===== src/rtl/cct_pkg.sv =====
package cct_pkg;

    typedef enum logic [1:0] {
        EDGE_FALL = 2'b00,
        EDGE_RISE = 2'b01,
        EDGE_NONE = 2'b10,
        EDGE_BOTH = 2'b11
    } edge_sel_e;

    typedef enum logic [1:0] {
        SRC_CMP_A = 2'b00,
        SRC_SEC   = 2'b01,
        SRC_CMP_B = 2'b10,
        SRC_PRI   = 2'b11
    } src_sel_e;

    typedef enum logic {
        ST_STOPPED  = 1'b0,
        ST_COUNTING = 1'b1
    } run_state_e;

    typedef struct packed {
        edge_sel_e edge_b;
        edge_sel_e edge_a;
        src_sel_e  src;
        logic      clr_mode;
        logic      run;
    } ctrl_t;

    localparam int CTRL_BITS = $bits(ctrl_t);

    localparam logic [1:0] ADDR_CTRL = 2'd0;
    localparam logic [1:0] ADDR_CCR  = 2'd1;
    localparam logic [1:0] ADDR_CNT  = 2'd2;
    localparam logic [1:0] ADDR_TRIG = 2'd3;

    function automatic logic is_compare(input src_sel_e s);
        return (s == SRC_CMP_A) || (s == SRC_CMP_B);
    endfunction

    // Primary pin: capture edge is the inverse of its field; both -> none.
    // Secondary pin: capture edge equals its field.
    function automatic logic cap_hit(input ctrl_t c, input logic ra, input logic fa,
                                     input logic rb, input logic fb);
        logic hit;
        hit = 1'b0;
        case (c.src)
            SRC_PRI: begin
                case (c.edge_a)
                    EDGE_FALL: hit = ra;
                    EDGE_RISE: hit = fa;
                    default:   hit = 1'b0;
                endcase
            end
            SRC_SEC: begin
                case (c.edge_b)
                    EDGE_FALL: hit = fb;
                    EDGE_RISE: hit = rb;
                    EDGE_BOTH: hit = rb | fb;
                    default:   hit = 1'b0;
                endcase
            end
            default: hit = 1'b0;
        endcase
        return hit;
    endfunction

endpackage


===== src/rtl/cct_edge_sync.sv =====
module cct_edge_sync #(
    parameter int STAGES = 2
) (
    input  logic clk,
    input  logic rst_n,
    input  logic pin,
    output logic rise,
    output logic fall
);
    localparam int LAST = STAGES;

    // stages 0..STAGES-1 synchronize, stage STAGES holds the previous sample
    logic [LAST:0] shreg;

    always_ff @(posedge clk or negedge rst_n) begin
        if (!rst_n) begin
            shreg <= '0;
        end else begin
            shreg <= {shreg[LAST-1:0], pin};
        end
    end

    assign rise =  shreg[LAST-1] & ~shreg[LAST];
    assign fall = ~shreg[LAST-1] &  shreg[LAST];

    a_r12_edge_from_history: assert property (@(posedge clk) disable iff (!rst_n)
        rise |-> ($past(shreg[LAST-2]) && !shreg[LAST]));

endmodule


===== src/rtl/cct_regs.sv =====
module cct_regs
    import cct_pkg::*;
#(
    parameter int W = 16
) (
    input  logic         clk,
    input  logic         rst_n,
    input  logic         wr_en,
    input  logic [1:0]   addr,
    input  logic [W-1:0] wdata,
    input  logic         counting,
    input  logic         cap_now,
    input  logic [W-1:0] cnt,
    output ctrl_t        ctrl,
    output logic [W-1:0] ccr,
    output logic         oneshot,
    output logic [W-1:0] rdata
);
    localparam int PAD = W - CTRL_BITS;

    logic wr_ctrl, wr_ccr, ccr_accept;

    assign wr_ctrl    = wr_en && (addr == ADDR_CTRL);
    assign wr_ccr     = wr_en && (addr == ADDR_CCR);
    assign ccr_accept = wr_ccr && !counting && !(ctrl.clr_mode && (wdata == '0));
    assign oneshot    = wr_en && (addr == ADDR_TRIG) && counting;

    always_ff @(posedge clk or negedge rst_n) begin
        if (!rst_n) begin
            ctrl <= '0;
        end else if (wr_ctrl) begin
            ctrl <= ctrl_t'(wdata[CTRL_BITS-1:0]);
        end
    end

    always_ff @(posedge clk or negedge rst_n) begin
        if (!rst_n) begin
            ccr <= '0;
        end else if (cap_now) begin
            ccr <= cnt;
        end else if (ccr_accept) begin
            ccr <= wdata;
        end
    end

    always_comb begin
        unique case (addr)
            ADDR_CTRL: rdata = {{PAD{1'b0}}, ctrl};
            ADDR_CCR:  rdata = ccr;
            ADDR_CNT:  rdata = cnt;
            ADDR_TRIG: rdata = '0;
        endcase
    end

    a_r8_blocked_write: assert property (@(posedge clk) disable iff (!rst_n)
        (counting && wr_ccr && !cap_now) |=> $stable(ccr));

    a_r7_zero_rejected: assert property (@(posedge clk) disable iff (!rst_n)
        (!counting && wr_ccr && ctrl.clr_mode && wdata == '0) |=> $stable(ccr));

    a_r14_capture_value: assert property (@(posedge clk) disable iff (!rst_n)
        cap_now |=> (ccr == $past(cnt)));

endmodule


===== src/rtl/cct_core.sv =====
module cct_core
    import cct_pkg::*;
#(
    parameter int W = 16
) (
    input  logic         clk,
    input  logic         rst_n,
    input  ctrl_t        ctrl,
    input  logic [W-1:0] ccr,
    input  logic         oneshot,
    input  logic         cap_irq,
    output logic [W-1:0] cnt,
    output logic         counting,
    output logic         live,
    output logic         irq
);
    localparam logic [W-1:0] CNT_MAX = {W{1'b1}};

    run_state_e state, state_nxt;
    logic       wrapped;
    logic       match;
    logic       reload;

    always_ff @(posedge clk or negedge rst_n) begin
        if (!rst_n) begin
            state <= ST_STOPPED;
        end else begin
            state <= state_nxt;
        end
    end

    always_comb begin
        state_nxt = state;
        unique case (state)
            ST_STOPPED:  if (ctrl.run)  state_nxt = ST_COUNTING;  // START
            ST_COUNTING: if (!ctrl.run) state_nxt = ST_STOPPED;   // HALT
        endcase
    end

    assign counting = (state == ST_COUNTING);
    assign live     = counting && ctrl.run;

    // A zero compare value only matches once the count has wrapped.
    assign match  = live && is_compare(ctrl.src) && (cnt == ccr) &&
                    ((ccr != '0) || wrapped);
    assign reload = oneshot || (match && ctrl.clr_mode);

    always_ff @(posedge clk or negedge rst_n) begin
        if (!rst_n) begin
            cnt     <= '0;
            wrapped <= 1'b0;
        end else if (state == ST_STOPPED && ctrl.run) begin
            cnt     <= '0;
            wrapped <= 1'b0;
        end else if (live) begin
            if (reload) begin
                cnt <= '0;
                if (oneshot) wrapped <= 1'b0;
            end else begin
                cnt <= cnt + 1'b1;
                if (cnt == CNT_MAX) wrapped <= 1'b1;
            end
        end
    end

    always_ff @(posedge clk or negedge rst_n) begin
        if (!rst_n) begin
            irq <= 1'b0;
        end else begin
            irq <= live && (match || cap_irq || oneshot);
        end
    end

    a_r2_count_step: assert property (@(posedge clk) disable iff (!rst_n)
        (live && !reload) |=> (cnt == $past(cnt) + 1'b1));

    a_r2_stopped_hold: assert property (@(posedge clk) disable iff (!rst_n)
        (!counting && !ctrl.run) |=> $stable(cnt));

    a_r5_clear_reload: assert property (@(posedge clk) disable iff (!rst_n)
        (match && ctrl.clr_mode) |=> (cnt == '0));

    a_r4_match_irq: assert property (@(posedge clk) disable iff (!rst_n)
        match |=> irq);

    a_r13_trigger_restart: assert property (@(posedge clk) disable iff (!rst_n)
        (live && oneshot) |=> (irq && cnt == '0));

    a_r1_stopped_no_irq: assert property (@(posedge clk) disable iff (!rst_n)
        (!counting) |=> !irq);

endmodule


===== src/rtl/edge_cap_timer.sv =====
module edge_cap_timer
    import cct_pkg::*;
#(
    parameter int W           = 16,
    parameter int SYNC_STAGES = 2
) (
    input  logic         clk,
    input  logic         rst_n,
    input  logic         wr_en,
    input  logic [1:0]   addr,
    input  logic [W-1:0] wdata,
    output logic [W-1:0] rdata,
    input  logic         pin_a,
    input  logic         pin_b,
    output logic         irq
);
    localparam int NPINS = 2;

    logic [NPINS-1:0] pins, rise, fall;
    ctrl_t            ctrl;
    logic [W-1:0]     ccr, cnt;
    logic             counting, live, oneshot, cap_now, cap_irq;

    assign pins = {pin_b, pin_a};

    generate
        for (genvar g = 0; g < NPINS; g++) begin : g_pin
            cct_edge_sync #(.STAGES(SYNC_STAGES)) u_sync (
                .clk  (clk),
                .rst_n(rst_n),
                .pin  (pins[g]),
                .rise (rise[g]),
                .fall (fall[g])
            );
        end
    endgenerate

    assign cap_now = live && cap_hit(ctrl, rise[0], fall[0], rise[1], fall[1]);
    assign cap_irq = cap_now && (ctrl.src == SRC_SEC);

    cct_regs #(.W(W)) u_regs (
        .clk     (clk),
        .rst_n   (rst_n),
        .wr_en   (wr_en),
        .addr    (addr),
        .wdata   (wdata),
        .counting(counting),
        .cap_now (cap_now),
        .cnt     (cnt),
        .ctrl    (ctrl),
        .ccr     (ccr),
        .oneshot (oneshot),
        .rdata   (rdata)
    );

    cct_core #(.W(W)) u_core (
        .clk     (clk),
        .rst_n   (rst_n),
        .ctrl    (ctrl),
        .ccr     (ccr),
        .oneshot (oneshot),
        .cap_irq (cap_irq),
        .cnt     (cnt),
        .counting(counting),
        .live    (live),
        .irq     (irq)
    );

    a_r9_primary_dead_codes: assert property (@(posedge clk) disable iff (!rst_n)
        (live && ctrl.src == SRC_PRI && (ctrl.edge_a == EDGE_BOTH || ctrl.edge_a == EDGE_NONE))
        |=> $stable(ccr));

    a_r11_secondary_dead_code: assert property (@(posedge clk) disable iff (!rst_n)
        (live && ctrl.src == SRC_SEC && ctrl.edge_b == EDGE_NONE) |=> $stable(ccr));

    a_r10_secondary_irq: assert property (@(posedge clk) disable iff (!rst_n)
        cap_irq |=> irq);

endmodule


===== config.mk =====
export PLATFORM = sky130hd
export DESIGN_NAME = edge_cap_timer
export DESIGN_NICKNAME = d
export VERILOG_FILES = /design/src/rtl/cct_pkg.sv /design/src/rtl/cct_edge_sync.sv /design/src/rtl/cct_regs.sv /design/src/rtl/cct_core.sv /design/src/rtl/edge_cap_timer.sv
export SDC_FILE = /design/constraint.sdc
export NUM_CORES = 1
export LEC_CHECK = 0
export ABC_AREA = 1
export BUFFER_PORTS_ARGS = -buffer_cell sky130_fd_sc_hd__buf_2
export CAP_MARGIN = 10
export CORE_MARGIN = 4
export CORE_UTILIZATION = 51
export CTS_CLUSTER_SIZE = 10
export DETAILED_ROUTE_END_ITERATION = 6
export GPL_TIMING_DRIVEN = 0
export PLACE_DENSITY_LB_ADDON = 0.25
export SYNTH_ARGS = -nofsm -noshare
export SYNTH_HDL_FRONTEND = slang
export SYNTH_HIERARCHICAL = 1
export SYNTH_SLANG_ARGS = --single-unit

===== constraint.sdc =====
create_clock -name clk -period 1.7 [get_ports clk]
set_input_delay 0.085 -clock clk [delete_from_list [all_inputs] [get_ports clk]]
set_output_delay 0.085 -clock clk [all_outputs]
set_load 0.1 [all_outputs]

==> flow_summary.toml <==
[run_status]
status = "complete, no violations"

[yosys]
syn_inst = 481
syn-num-nets = 505
synth_top_area_cell = "dfrtp_1"
yosysUniqueCellTypes = 27
netlist_area_um2 = 3220
synth-seq-cells = 49
ys_seq_area_frac = 0.381
synth_area_leaders = "dfrtp_1, nand2_1, inv_1"
yosys.area.top_type_share = 0.381
yosysWarnings = 6
synth.avg_cell_area_um2 = 6.69

[timing]
setup_ws_ns = 0.0485
hold_viol_final = 0
setup_viol = 0
clock_skew_ns = 0.0113
min_period_ns = 1.65
max_slew_margin = 0.672
clock.fmax_mhz = 605
worstMarginPinSlew_ns = 0.496
slew_violations = 0
finalCritPeriodShare = 0.971

[drt]
routed_wl_um = 9390
vias = 3336
via_per_inst = 5.37
drt_iter0_drc = 290
ant_nets = 0
wl_per_cell_um = 15.1
drc_errors = 0
drtPass1Iterations = 5

[grt]
met1_usage = 0.353
overflow = 0
grt_pass1_wl_um = 14900
use_met3 = 0.0350
grt-busiest-layer = "met2"
grt_use_met2 = 0.403
grtUsageTotal = 0.252
grt_max_degree = 50
grt_pass1_vias = 3064
antenna_found_initial = 0

[floorplan]
top_level_ports = 40
fp.dieH_um = 87.4
std_cell_rows = 28
core_um2 = 6030
die_w_um = 87.4
die-area_um2 = 7640
start_util = 0.534

[cts]
ctsLongestPathBuffers = 2
cts_inserted_buffers = 5
clk_pin_slew_worst_paths_ns = 0.11
clk_latency_ns = 0.31
clock-sinks = 49
cts.root.buffer_cell = "clkbuf_8"
cts_tree = "done"
htree_levels = 2

[cells_and_area]
nets = 569
n_fill_cell = 589
final_cells = 621
diodes = 0
final_common_cell = "nand2_1"
syn_to_final_growth_pct = 19.4
final_area_um2 = 3840
layout-drive-gt1-share = 0.227
final_cell_mix = "nand2_1, inv_1, nor2_1"

[worst_setup_path]
cp.arrival_ns = 1.84
timing.rr.start = "u_core/cnt[1]"
reg2reg_setup_slack_ns = 0.05
path_max_fanout = 7
reg2reg_depth = 7
regToRegEndpoint = "u_core/cnt[12]"
critPathKind = "reg -> reg"
end_kind = "flop"
critical_path_required_ns = 1.89
critPathLaunchType = "flop"

[worst_hold_path]
hp-start = "wdata[4]"
hp-class = "in -> reg"
hold_path_depth = 3
hold_end = "u_regs/ctrl[4]"

[placed_design]
dp_slack_ns = -0.246
io_buffers = 39
place_inst = 595
dpl.hpwl_um = 6730
placed_area_um2 = 3500
gp_congestion = 0.897

[flow_run]
cap_violations = 0

[power]
p_leak_nw = 1.97
power_density_nw_per_um2 = 1150
ir_worst_vdd_mv = 0.661
[area by class of cell]
cell class	instances	area [um2]	area share
Timing Repair Buffer	57	365	0.0952
Multi-Input combinational cell	361	1710	0.446
Tap cell	75	93.8	0.0244
Buffer	13	110	0.0287
Sequential cell	49	1240	0.324
Inverter	58	220	0.0574
Clock inverter	3	25.0	0.00652
Clock buffer	5	68.8	0.0179
[cell usage after synthesis, drive strengths merged]
cell type,n
clkbuf,5
nor2,58
o21ai,21
xor2,11
nand4,7
nand2,188
a22o,8
nand3b,2
ha,1
a21oi,16
o21bai,2
xnor2,1
buf,8
inv,58
nand3,38
dfrtp,49
nor3,8
[power breakdown]
part	switching [W]	total (W)	internal, W
sequential	0.000357	0.00176	0.00141
clock	0.000445	0.000743	0.000298
combinational	0.00129	0.00190	0.000613
total	0.00209	0.00441	0.00232
[flip-flops by register name, summed over array words and instances (netlist names)]
name                flops
u_core/cnt             16
u_core/irq              1
g_pin.u_sync/shreg      6
u_regs/ctrl             8
u_core/counting         1
u_regs/ccr             16
u_core/wrapped          1
[cells by family after synthesis]
kind of cell               after synthesis  share of synthesized area
AOI/OAI and AO/OA                       47                     0.0957
xor gates and xnor gates                12                     0.0327
adders and majority gates                1                    0.00389
buffers and inverters                   71                     0.0953
DFF                                     49                      0.381
and+or+nand+nor                        301                      0.391
[layer usage]
layer | vias to the layer above | share of wire
met3 | 17 | 0.071
li1 | 1628 | -
met5 | - | 0
met4 | 0 | 0.017
met2 | 145 | 0.46
met1 | 1546 | 0.45
[critical path: stages (launching register included)]
cell	delay, ns
dfrtp_2	0.44
ha_1	0.19
nand3_1	0.14
nor2_2	0.16
nand2_1	0.16
nor3_1	0.20
xor2_1	0.21
a21oi_2	0.04
[worst max path at each step]
stage | from | endpoint | slack, ns | cells past startpoint
final | u_core/cnt[1] | u_core/cnt[12] | 0.05 | 7
after global routing | u_regs/ccr[11] | u_core/cnt[13] | -0.03 | 11
after CTS | addr[1] | rdata[6] | 0.009 | 8
after detailed placement | u_regs/ctrl[0] | u_regs/ccr[7] | -0.25 | 11
after global placement | u_regs/ctrl[0] | u_regs/ccr[7] | -0.20 | 11
after floorplan | u_regs/ctrl[0] | u_regs/ccr[0] | 0.15 | 11
[per-stage QoR]
| stage | setup TNS [ns] | power, W | util | hold slack [ns] |
|---|---|---|---|---|
| floorplan | 0 | 0.00302 | - | -0.211 |
| global placement | -3.04 | 0.00345 | 0.582 | 0.193 |
| global route | -0.228 | 0.00470 | 0.637 | 0.0210 |
| finish | 0 | 0.00441 | 0.637 | 0.0494 |
| detailed placement | -3.55 | 0.00348 | 0.582 | 0.194 |
| CTS | 0 | 0.00430 | 0.608 | 0.0201 |
[what timing repair did]
| action | 4_1_cts | 5_1_grt |
|---|---|---|
| buffers inserted | 5 | 9 |
| endpoints found under the hold margin | 2 | 49 |
| endpoints found under the setup margin | 19 | 37 |
| resized for setup | 8 | 37 |
| pin swaps | 0 | 1 |
| hold buffers | 2 | 1 |
Power figures use the tool's default switching activity.
